[config.mk]
export PLATFORM = sky130hd
export DESIGN_NAME = line_copy_engine
export DESIGN_NICKNAME = d
export VERILOG_FILES = /design/src/rtl/lce_pkg.sv /design/src/rtl/lce_fifo.sv /design/src/rtl/lce_csr.sv /design/src/rtl/lce_seq.sv /design/src/rtl/line_copy_engine.sv
export SDC_FILE = /design/constraint.sdc
export NUM_CORES = 2
export LEC_CHECK = 0
export ABC_AREA = 1
export BUFFER_PORTS_ARGS = -buffer_cell sky130_fd_sc_hd__buf_2
export CAP_MARGIN = 30
export CORE_AREA = 2 2 462 464
export DETAILED_ROUTE_END_ITERATION = 8
export DIE_AREA = 0 0 464 466
export HOLD_SLACK_MARGIN = 0.03
export SYNTH_ARGS = -nofsm -noshare
export SYNTH_HDL_FRONTEND = slang
export SYNTH_SLANG_ARGS = --single-unit
[constraint.sdc]
create_clock -name clk -period 41.6 [get_ports clk]
set_input_delay 8.32 -clock clk [delete_from_list [all_inputs] [get_ports clk]]
set_output_delay 8.32 -clock clk [all_outputs]
set_load 0.05 [all_outputs]
[src/rtl/lce_pkg.sv]
package lce_pkg;
  localparam int unsigned ADDR_W     = 50;
  localparam int unsigned LINE_BYTES = 64;
  localparam int unsigned LINE_W     = LINE_BYTES * 8;
  localparam int unsigned OFS_W      = $clog2(LINE_BYTES);
  localparam int unsigned LEN_W      = 32;
  localparam int unsigned HI_W       = ADDR_W - 32;
  localparam longint unsigned MAX_BYTES = 64'd16777152;
  localparam int unsigned MAX_LINES  = int'(MAX_BYTES / LINE_BYTES);
  localparam int unsigned CNT_W      = $clog2(MAX_LINES + 1);

  // register word indices
  localparam logic [2:0] RG_SRC_LO = 3'd0;
  localparam logic [2:0] RG_SRC_HI = 3'd1;
  localparam logic [2:0] RG_DST_LO = 3'd2;
  localparam logic [2:0] RG_DST_HI = 3'd3;
  localparam logic [2:0] RG_LEN    = 3'd4;
  localparam logic [2:0] RG_CTRL   = 3'd5;
  localparam logic [2:0] RG_STAT   = 3'd6;

  // bit positions
  localparam int unsigned CTRL_GO  = 0;
  localparam int unsigned CTRL_IEN = 1;
  localparam int unsigned ST_BUSY  = 0;
  localparam int unsigned ST_DONE  = 1;
  localparam int unsigned ST_ERR   = 2;

  typedef struct packed {
    logic [ADDR_W-1:0] src;
    logic [ADDR_W-1:0] dst;
    logic [LEN_W-1:0]  len;
  } desc_t;

  function automatic logic line_aligned(input logic [ADDR_W-1:0] a);
    return a[OFS_W-1:0] == '0;
  endfunction

  function automatic logic len_legal(input logic [LEN_W-1:0] n);
    return (n != '0) && (n[OFS_W-1:0] == '0) && (64'(n) <= MAX_BYTES);
  endfunction

  function automatic logic desc_ok(input desc_t d);
    return line_aligned(d.src) && line_aligned(d.dst) && len_legal(d.len);
  endfunction

  function automatic logic [CNT_W-1:0] line_count(input logic [LEN_W-1:0] n);
    return CNT_W'(n >> OFS_W);
  endfunction

  function automatic logic [ADDR_W-1:0] next_line(input logic [ADDR_W-1:0] a);
    return a + ADDR_W'(LINE_BYTES);
  endfunction
endpackage

[src/rtl/lce_fifo.sv]
module lce_fifo #(
  parameter int unsigned W     = 512,
  parameter int unsigned DEPTH = 4
) (
  input  logic         clk,
  input  logic         rst_n,
  input  logic         push,
  input  logic [W-1:0] din,
  input  logic         pop,
  output logic [W-1:0] dout,
  output logic         empty
);
  localparam int unsigned PTR_W = $clog2(DEPTH);
  localparam int unsigned OCC_W = $clog2(DEPTH + 1);

  logic [W-1:0]     slot [DEPTH];
  logic [PTR_W-1:0] wptr, rptr;
  logic [OCC_W-1:0] occ;
  logic             full;

  assign empty = (occ == '0);
  assign full  = (occ == OCC_W'(DEPTH));
  assign dout  = slot[rptr];

  always_ff @(posedge clk) begin
    if (push) slot[wptr] <= din;
  end

  always_ff @(posedge clk) begin
    if (!rst_n) begin
      wptr <= '0;
      rptr <= '0;
      occ  <= '0;
    end else begin
      if (push) wptr <= wptr + PTR_W'(1);
      if (pop)  rptr <= rptr + PTR_W'(1);
      case ({push, pop})
        2'b10:   occ <= occ + OCC_W'(1);
        2'b01:   occ <= occ - OCC_W'(1);
        default: ;
      endcase
    end
  end


  no_overflow_chk: assert property (@(posedge clk) disable iff (!rst_n)
    push |-> !full);

  no_underflow_chk: assert property (@(posedge clk) disable iff (!rst_n)
    pop |-> !empty);
endmodule

[src/rtl/lce_csr.sv]
module lce_csr
  import lce_pkg::*;
(
  input  logic        clk,
  input  logic        rst_n,
  input  logic [2:0]  csr_addr,
  input  logic        csr_wr,
  input  logic        csr_rd,
  input  logic [3:0]  csr_be,
  input  logic [31:0] csr_wdata,
  output logic [31:0] csr_rdata,
  input  logic        busy,
  input  logic        last_evt,
  output desc_t       desc,
  output logic        start,
  output logic        irq
);
  logic [ADDR_W-1:0] src_q, dst_q;
  logic [LEN_W-1:0]  len_q;
  logic              ien_q, done_q, err_q;
  logic              wr_ok, go_wr, go_ok, go_bad, stat_wr, desc_good;
  logic [31:0]       rd_mux;

  always_comb begin
    desc.src = src_q;
    desc.dst = dst_q;
    desc.len = len_q;
  end

  assign desc_good = desc_ok(desc);
  assign wr_ok     = csr_wr && (csr_be == 4'hF);
  assign go_wr     = wr_ok && (csr_addr == RG_CTRL) && csr_wdata[CTRL_GO];
  assign go_ok     = go_wr && !busy && desc_good;
  assign go_bad    = go_wr && !busy && !desc_good;
  assign stat_wr   = wr_ok && (csr_addr == RG_STAT);
  assign start     = go_ok;
  assign irq       = ien_q && done_q;

  always_ff @(posedge clk) begin
    if (!rst_n) begin
      src_q  <= '0;
      dst_q  <= '0;
      len_q  <= '0;
      ien_q  <= 1'b0;
      done_q <= 1'b0;
      err_q  <= 1'b0;
    end else begin
      if (wr_ok) begin
        case (csr_addr)
          RG_SRC_LO: src_q[31:0]       <= csr_wdata;
          RG_SRC_HI: src_q[ADDR_W-1:32] <= csr_wdata[HI_W-1:0];
          RG_DST_LO: dst_q[31:0]       <= csr_wdata;
          RG_DST_HI: dst_q[ADDR_W-1:32] <= csr_wdata[HI_W-1:0];
          RG_LEN:    len_q             <= csr_wdata;
          RG_CTRL:   ien_q             <= csr_wdata[CTRL_IEN];
          default: ;
        endcase
      end
      if (last_evt)                          done_q <= 1'b1;
      else if (go_ok)                        done_q <= 1'b0;
      else if (stat_wr && csr_wdata[ST_DONE]) done_q <= 1'b0;
      if (go_bad)                            err_q <= 1'b1;
      else if (go_ok)                        err_q <= 1'b0;
      else if (stat_wr && csr_wdata[ST_ERR])  err_q <= 1'b0;
    end
  end

  always_comb begin
    rd_mux = '0;
    case (csr_addr)
      RG_SRC_LO: rd_mux = src_q[31:0];
      RG_SRC_HI: rd_mux = 32'(src_q[ADDR_W-1:32]);
      RG_DST_LO: rd_mux = dst_q[31:0];
      RG_DST_HI: rd_mux = 32'(dst_q[ADDR_W-1:32]);
      RG_LEN:    rd_mux = len_q;
      RG_CTRL:   rd_mux[CTRL_IEN] = ien_q;
      RG_STAT: begin
        rd_mux[ST_BUSY] = busy;
        rd_mux[ST_DONE] = done_q;
        rd_mux[ST_ERR]  = err_q;
      end
      default: ;
    endcase
  end

  always_ff @(posedge clk) begin
    if (!rst_n) csr_rdata <= '0;
    else        csr_rdata <= csr_rd ? rd_mux : '0;
  end


  rejected_idle_chk: assert property (@(posedge clk) disable iff (!rst_n)
    go_bad |=> (!busy && err_q));

  done_after_last_chk: assert property (@(posedge clk) disable iff (!rst_n)
    $rose(done_q) |-> $past(last_evt));

  busy_go_ignored_chk: assert property (@(posedge clk) disable iff (!rst_n)
    (go_wr && busy) |=> $stable(err_q));
endmodule

[src/rtl/lce_seq.sv]
module lce_seq
  import lce_pkg::*;
#(
  parameter int unsigned DEPTH = 4
) (
  input  logic              clk,
  input  logic              rst_n,
  input  logic              start,
  input  desc_t             desc,
  output logic              rd_req,
  output logic [ADDR_W-1:0] rd_addr,
  input  logic              rd_ready,
  input  logic              rd_rvalid,
  input  logic              fifo_empty,
  output logic              wr_valid,
  output logic [ADDR_W-1:0] wr_addr,
  input  logic              wr_ready,
  output logic              push,
  output logic              pop,
  output logic              busy,
  output logic              last_evt
);
  localparam int unsigned RES_W = $clog2(DEPTH + 1);

  logic              busy_q;
  logic [ADDR_W-1:0] rd_ptr, wr_ptr;
  logic [CNT_W-1:0]  rd_left, wr_left;
  logic [RES_W-1:0]  reserved;
  logic              rd_fire, wr_fire;

  // reads are issued only while a buffer slot is still unclaimed
  assign rd_req   = busy_q && (rd_left != '0) && (reserved < RES_W'(DEPTH));
  assign rd_fire  = rd_req && rd_ready;
  assign wr_valid = busy_q && !fifo_empty;
  assign wr_fire  = wr_valid && wr_ready;
  assign push     = busy_q && rd_rvalid;
  assign pop      = wr_fire;
  assign last_evt = wr_fire && (wr_left == CNT_W'(1));
  assign rd_addr  = rd_ptr;
  assign wr_addr  = wr_ptr;
  assign busy     = busy_q;

  always_ff @(posedge clk) begin
    if (!rst_n) begin
      busy_q   <= 1'b0;
      rd_ptr   <= '0;
      wr_ptr   <= '0;
      rd_left  <= '0;
      wr_left  <= '0;
      reserved <= '0;
    end else if (start) begin
      busy_q   <= 1'b1;
      rd_ptr   <= desc.src;
      wr_ptr   <= desc.dst;
      rd_left  <= line_count(desc.len);
      wr_left  <= line_count(desc.len);
      reserved <= '0;
    end else begin
      if (rd_fire) begin
        rd_ptr  <= next_line(rd_ptr);
        rd_left <= rd_left - CNT_W'(1);
      end
      if (wr_fire) begin
        wr_ptr  <= next_line(wr_ptr);
        wr_left <= wr_left - CNT_W'(1);
      end
      if (last_evt) busy_q <= 1'b0;
      case ({rd_fire, wr_fire})
        2'b10:   reserved <= reserved + RES_W'(1);
        2'b01:   reserved <= reserved - RES_W'(1);
        default: ;
      endcase
    end
  end


  reserve_bound_chk: assert property (@(posedge clk) disable iff (!rst_n)
    reserved <= RES_W'(DEPTH));

  rd_aligned_chk: assert property (@(posedge clk) disable iff (!rst_n)
    rd_req |-> (rd_addr[OFS_W-1:0] == '0));

  wr_aligned_chk: assert property (@(posedge clk) disable iff (!rst_n)
    wr_valid |-> (wr_addr[OFS_W-1:0] == '0));

  busy_hold_chk: assert property (@(posedge clk) disable iff (!rst_n)
    (busy_q && !last_evt) |=> busy_q);

  start_idle_chk: assert property (@(posedge clk) disable iff (!rst_n)
    start |-> !busy_q);
endmodule

[src/rtl/line_copy_engine.sv]
module line_copy_engine
  import lce_pkg::*;
#(
  parameter int unsigned FIFO_DEPTH = 4
) (
  input  logic              clk,
  input  logic              rst_n,
  input  logic [2:0]        csr_addr,
  input  logic              csr_wr,
  input  logic              csr_rd,
  input  logic [3:0]        csr_be,
  input  logic [31:0]       csr_wdata,
  output logic [31:0]       csr_rdata,
  output logic              rd_req,
  output logic [ADDR_W-1:0] rd_addr,
  input  logic              rd_ready,
  input  logic              rd_rvalid,
  input  logic [LINE_W-1:0] rd_rdata,
  output logic              wr_valid,
  output logic [ADDR_W-1:0] wr_addr,
  output logic [LINE_W-1:0] wr_data,
  input  logic              wr_ready,
  output logic              irq
);
  desc_t desc;
  logic  start, busy, last_evt, push, pop, fifo_empty;

  lce_csr u_csr (
    .clk       (clk),
    .rst_n     (rst_n),
    .csr_addr  (csr_addr),
    .csr_wr    (csr_wr),
    .csr_rd    (csr_rd),
    .csr_be    (csr_be),
    .csr_wdata (csr_wdata),
    .csr_rdata (csr_rdata),
    .busy      (busy),
    .last_evt  (last_evt),
    .desc      (desc),
    .start     (start),
    .irq       (irq)
  );

  lce_seq #(.DEPTH(FIFO_DEPTH)) u_seq (
    .clk        (clk),
    .rst_n      (rst_n),
    .start      (start),
    .desc       (desc),
    .rd_req     (rd_req),
    .rd_addr    (rd_addr),
    .rd_ready   (rd_ready),
    .rd_rvalid  (rd_rvalid),
    .fifo_empty (fifo_empty),
    .wr_valid   (wr_valid),
    .wr_addr    (wr_addr),
    .wr_ready   (wr_ready),
    .push       (push),
    .pop        (pop),
    .busy       (busy),
    .last_evt   (last_evt)
  );

  lce_fifo #(.W(LINE_W), .DEPTH(FIFO_DEPTH)) u_fifo (
    .clk   (clk),
    .rst_n (rst_n),
    .push  (push),
    .din   (rd_rdata),
    .pop   (pop),
    .dout  (wr_data),
    .empty (fifo_empty)
  );
endmodule

==> flow_summary.toml <==
[run_status]
status = "completed"

[floorplan]
initial_core_util = 0.434
die_h_um = 466
die_area_um2 = 216000
core_um2 = 211000
io_pins = 1205
die-width_um = 464
row_count = 169

[critical_path]
crit_path_end = "wr_data[339]"
slowest_delay_ns = 0.77
reg2reg_from = "u_seq.busy"
r2r_end = "u_fifo.slot[0][399]"
reg2reg_depth = 6
critPathLaunchType = "register"
worstPathMaxFanout = 172
crit_chain = "buf_4, buf_4, buf_4, buf_12, o21ai_0, o22ai_1, buf_2"
setup.worst_path.end_class = "output pin"
crit_top_cell = "buf_4"
cp_slowest_cell = "buf_4"
critPathKind = "reg -> out"
r2r_slack_ns = 36.38
crit_required_ns = 33.28
critPathArrivalTime_ns = 5.76

[drt]
first_pass_iters = 6
num_vias = 65131
ant_nets = 0
detail_route.iter0.violations = 6090
post_drt_wl_per_cell_um = 24.8
drc = 0
finalWirelength_mm = 292
via_per_inst = 5.53

[logic_synthesis]
yosysWarnings = 0
synth-simple-area-share = 0.112
synth_top_area_cell = "edfxtp_1"
synth.ff_latch_count = 2364
synth_mux_area_frac = 0
yosys.area_share.xor_xnor = 0.00603
syn_avg_cell_area_um2 = 12.1
synthCells = 7580
synth_top_area_frac = 0.672
synthAdderAreaFrac = 0.00194
ys_seq_area_frac = 0.741
synth-compound-area-share = 0.108
synth_top_family_by_area = "simple AND/OR/NAND/NOR gates"
synth.distinct_cells = 43
syn-cell-area_um2 = 91600
synth_nets = 8151
ys_top_cells_by_area = "edfxtp_1 67%, dfxtp_1 6.9%, o21ai_0 6.6%"

[grt]
overflow = 0
grt_start_max_net_pins = 234
grt_pass1_wl_mm = 417
grt_pass1_vias = 60792
gr-usage-all-layers = 0.260
antenna_found_initial = 199

[sta]
fin_skew_ns = 0.0629
hold-worst-slack_ns = 0.453
finalHoldViolCount = 0
slew_headroom = 0.0908
setup_viol_count_final = 0
fin_setup_tns_ns = 0
post-route-period-util = 0.339
fmax_mhz = 71.0
min_period_ns = 14.08
slew_viol_final = 0
worst-slew-pin-transition_ns = 1.36
rsz0062_at_grt = "no"

[cts]
cts.sinks = 2364
clockRootBuffer = "clkbuf_16"
postCtsSetupBuffers = 0
tritoncts = "built"
clockBufferDepth = 3
ctsHoldBuffers = 0
clk_pin_slew_ns = 0.06
cts_buffers = 238
cts-resized-gates = 0
ctsHtreeMaxLevel = 4
clk_latency_ns = 0.89

[cells_and_area]
final_common_cell = "edfxtp_1"
fillCellCount = 18321
finalNetCount = 9224
drive_gt1_frac = 0.189
fin_cells = 11771
layout_common_cells = "2,048 x edfxtp_1, 1,499 x nor2_1, 1,203 x buf_2, 1,202 x o21ai_0, 662 x nand2_1"
area_growth_syn_to_layout_pct = 18.2
final_area_um2 = 108000

[min_path]
worstHoldPathType = "reg -> reg"

[power]
leakage_nw = 39.4
power_w = 0.00474
ir_drop_mv = 0.0422
p_per_area_nw_per_um2 = 43.8

[placement]
postPlaceCellArea_um2 = 100000
gp_congestion = 0.947
hpwlAfterDp_mm = 192
placedCellCount = 11231
io_buffers = 1204

[flow_run]
max_cap_violations = 0
==> worst min-delay path by stage <==
| stage | from | end | slack [ns] | cells past startpoint |
|---|---|---|---|---|
| after floorplan | u_csr.dst_q[6] | u_csr.dst_q[6] | 0.44 | 2 |
| final | u_seq.rd_addr[2] | u_seq.rd_addr[2] | 0.45 | 2 |
| after detailed placement | u_seq.rd_addr[2] | u_seq.rd_addr[2] | 0.44 | 2 |
| after CTS | u_seq.rd_addr[2] | u_seq.rd_addr[2] | 0.45 | 2 |
| after global placement | u_seq.wr_addr[1] | u_seq.wr_addr[1] | 0.44 | 2 |
| after global routing | u_seq.rd_addr[3] | u_seq.rd_addr[3] | 0.48 | 2 |
==> logic make-up after synthesis <==
kind of cell	Yosys count
AOI/OAI and AO/OA	1837
DFF	2364
and+or+nand+nor	2562
adders and majority gates	13
xor gates and xnor gates	63
buffers and inverters	741
==> final cells by class <==
type / count / area, um2 / area share
clock inverters: 163 / 1560 / 0.0144
well taps: 2821 / 3530 / 0.0326
inverters: 281 / 1070 / 0.00988
clock buffers: 278 / 6200 / 0.0572
flip-flops and latches: 2364 / 67800 / 0.627
diodes: 96 / 240 / 0.00222
multi-input cells: 4475 / 21000 / 0.194
repair buffers: 1293 / 6880 / 0.0635
==> per-layer routing <==
metal  vias up  wire length (um)  GRT usage
li1      29537                 -          -
met1     32058            112000      0.321
met2      2736            136000      0.412
met3       688             29800     0.0906
met4       112             13600      0.116
met5         -               693          0
==> critical path, delay by kind of cell (launching register included) <==
family	cells	cell delay [ns]
AOI/OAI and AO/OA	2	0.83
buffers and inverters	5	3.14
DFF	1	0.65
==> sequential cells by signal (all words and copies together) (netlist names), 3 cells and up, named ones only <==
| register | flops |
|---|---|
| u_csr.csr_rdata | 32 |
| u_seq.wr_addr | 50 |
| u_fifo.occ | 3 |
| u_csr.dst_q | 50 |
| u_fifo.slot | 2048 |
| u_csr.len_q | 32 |
| u_seq.wr_left | 18 |
| u_seq.rd_addr | 50 |
| u_seq.reserved | 3 |
| u_csr.src_q | 50 |
| u_seq.rd_left | 18 |
==> Yosys cell counts (all sizes together) <==
cell type,n
nor3b,1
nor4,1
nand3b,16
fa,2
nor2,1506
a211oi,2
o31ai,1
ha,11
a22o,1
nand4,38
a41oi,1
o21ai,1202
buf,43
xor2,33
o22ai,517
a22oi,1
a21oi,86
o21a,1
a31oi,14
a221oi,3
nand3,317
clkbuf,417
a21boi,1
clkinv,4
edfxtp,2048
nand2,664
nor3,14
and2,2
o211ai,7
xnor2,30
dfxtp,316
inv,277
or2,3
==> per-stage QoR <==
step,setup WS (ns),utilization
2_1_floorplan,10.51,-
3_5_place_dp,28.30,0.474
4_1_cts,27.37,0.511
5_1_grt,27.12,0.512
6_report,27.52,0.513
3_3_place_gp,28.38,0.474
==> where the power goes <==
part | switching (W) | internal [W] | total [W]
clock network | 0.000922 | 0.00119 | 0.00211
registers | 0.000000556 | 0.00257 | 0.00257
logic | 0.0000415 | 0.0000215 | 0.0000630
Power figures use the tool's default switching activity.
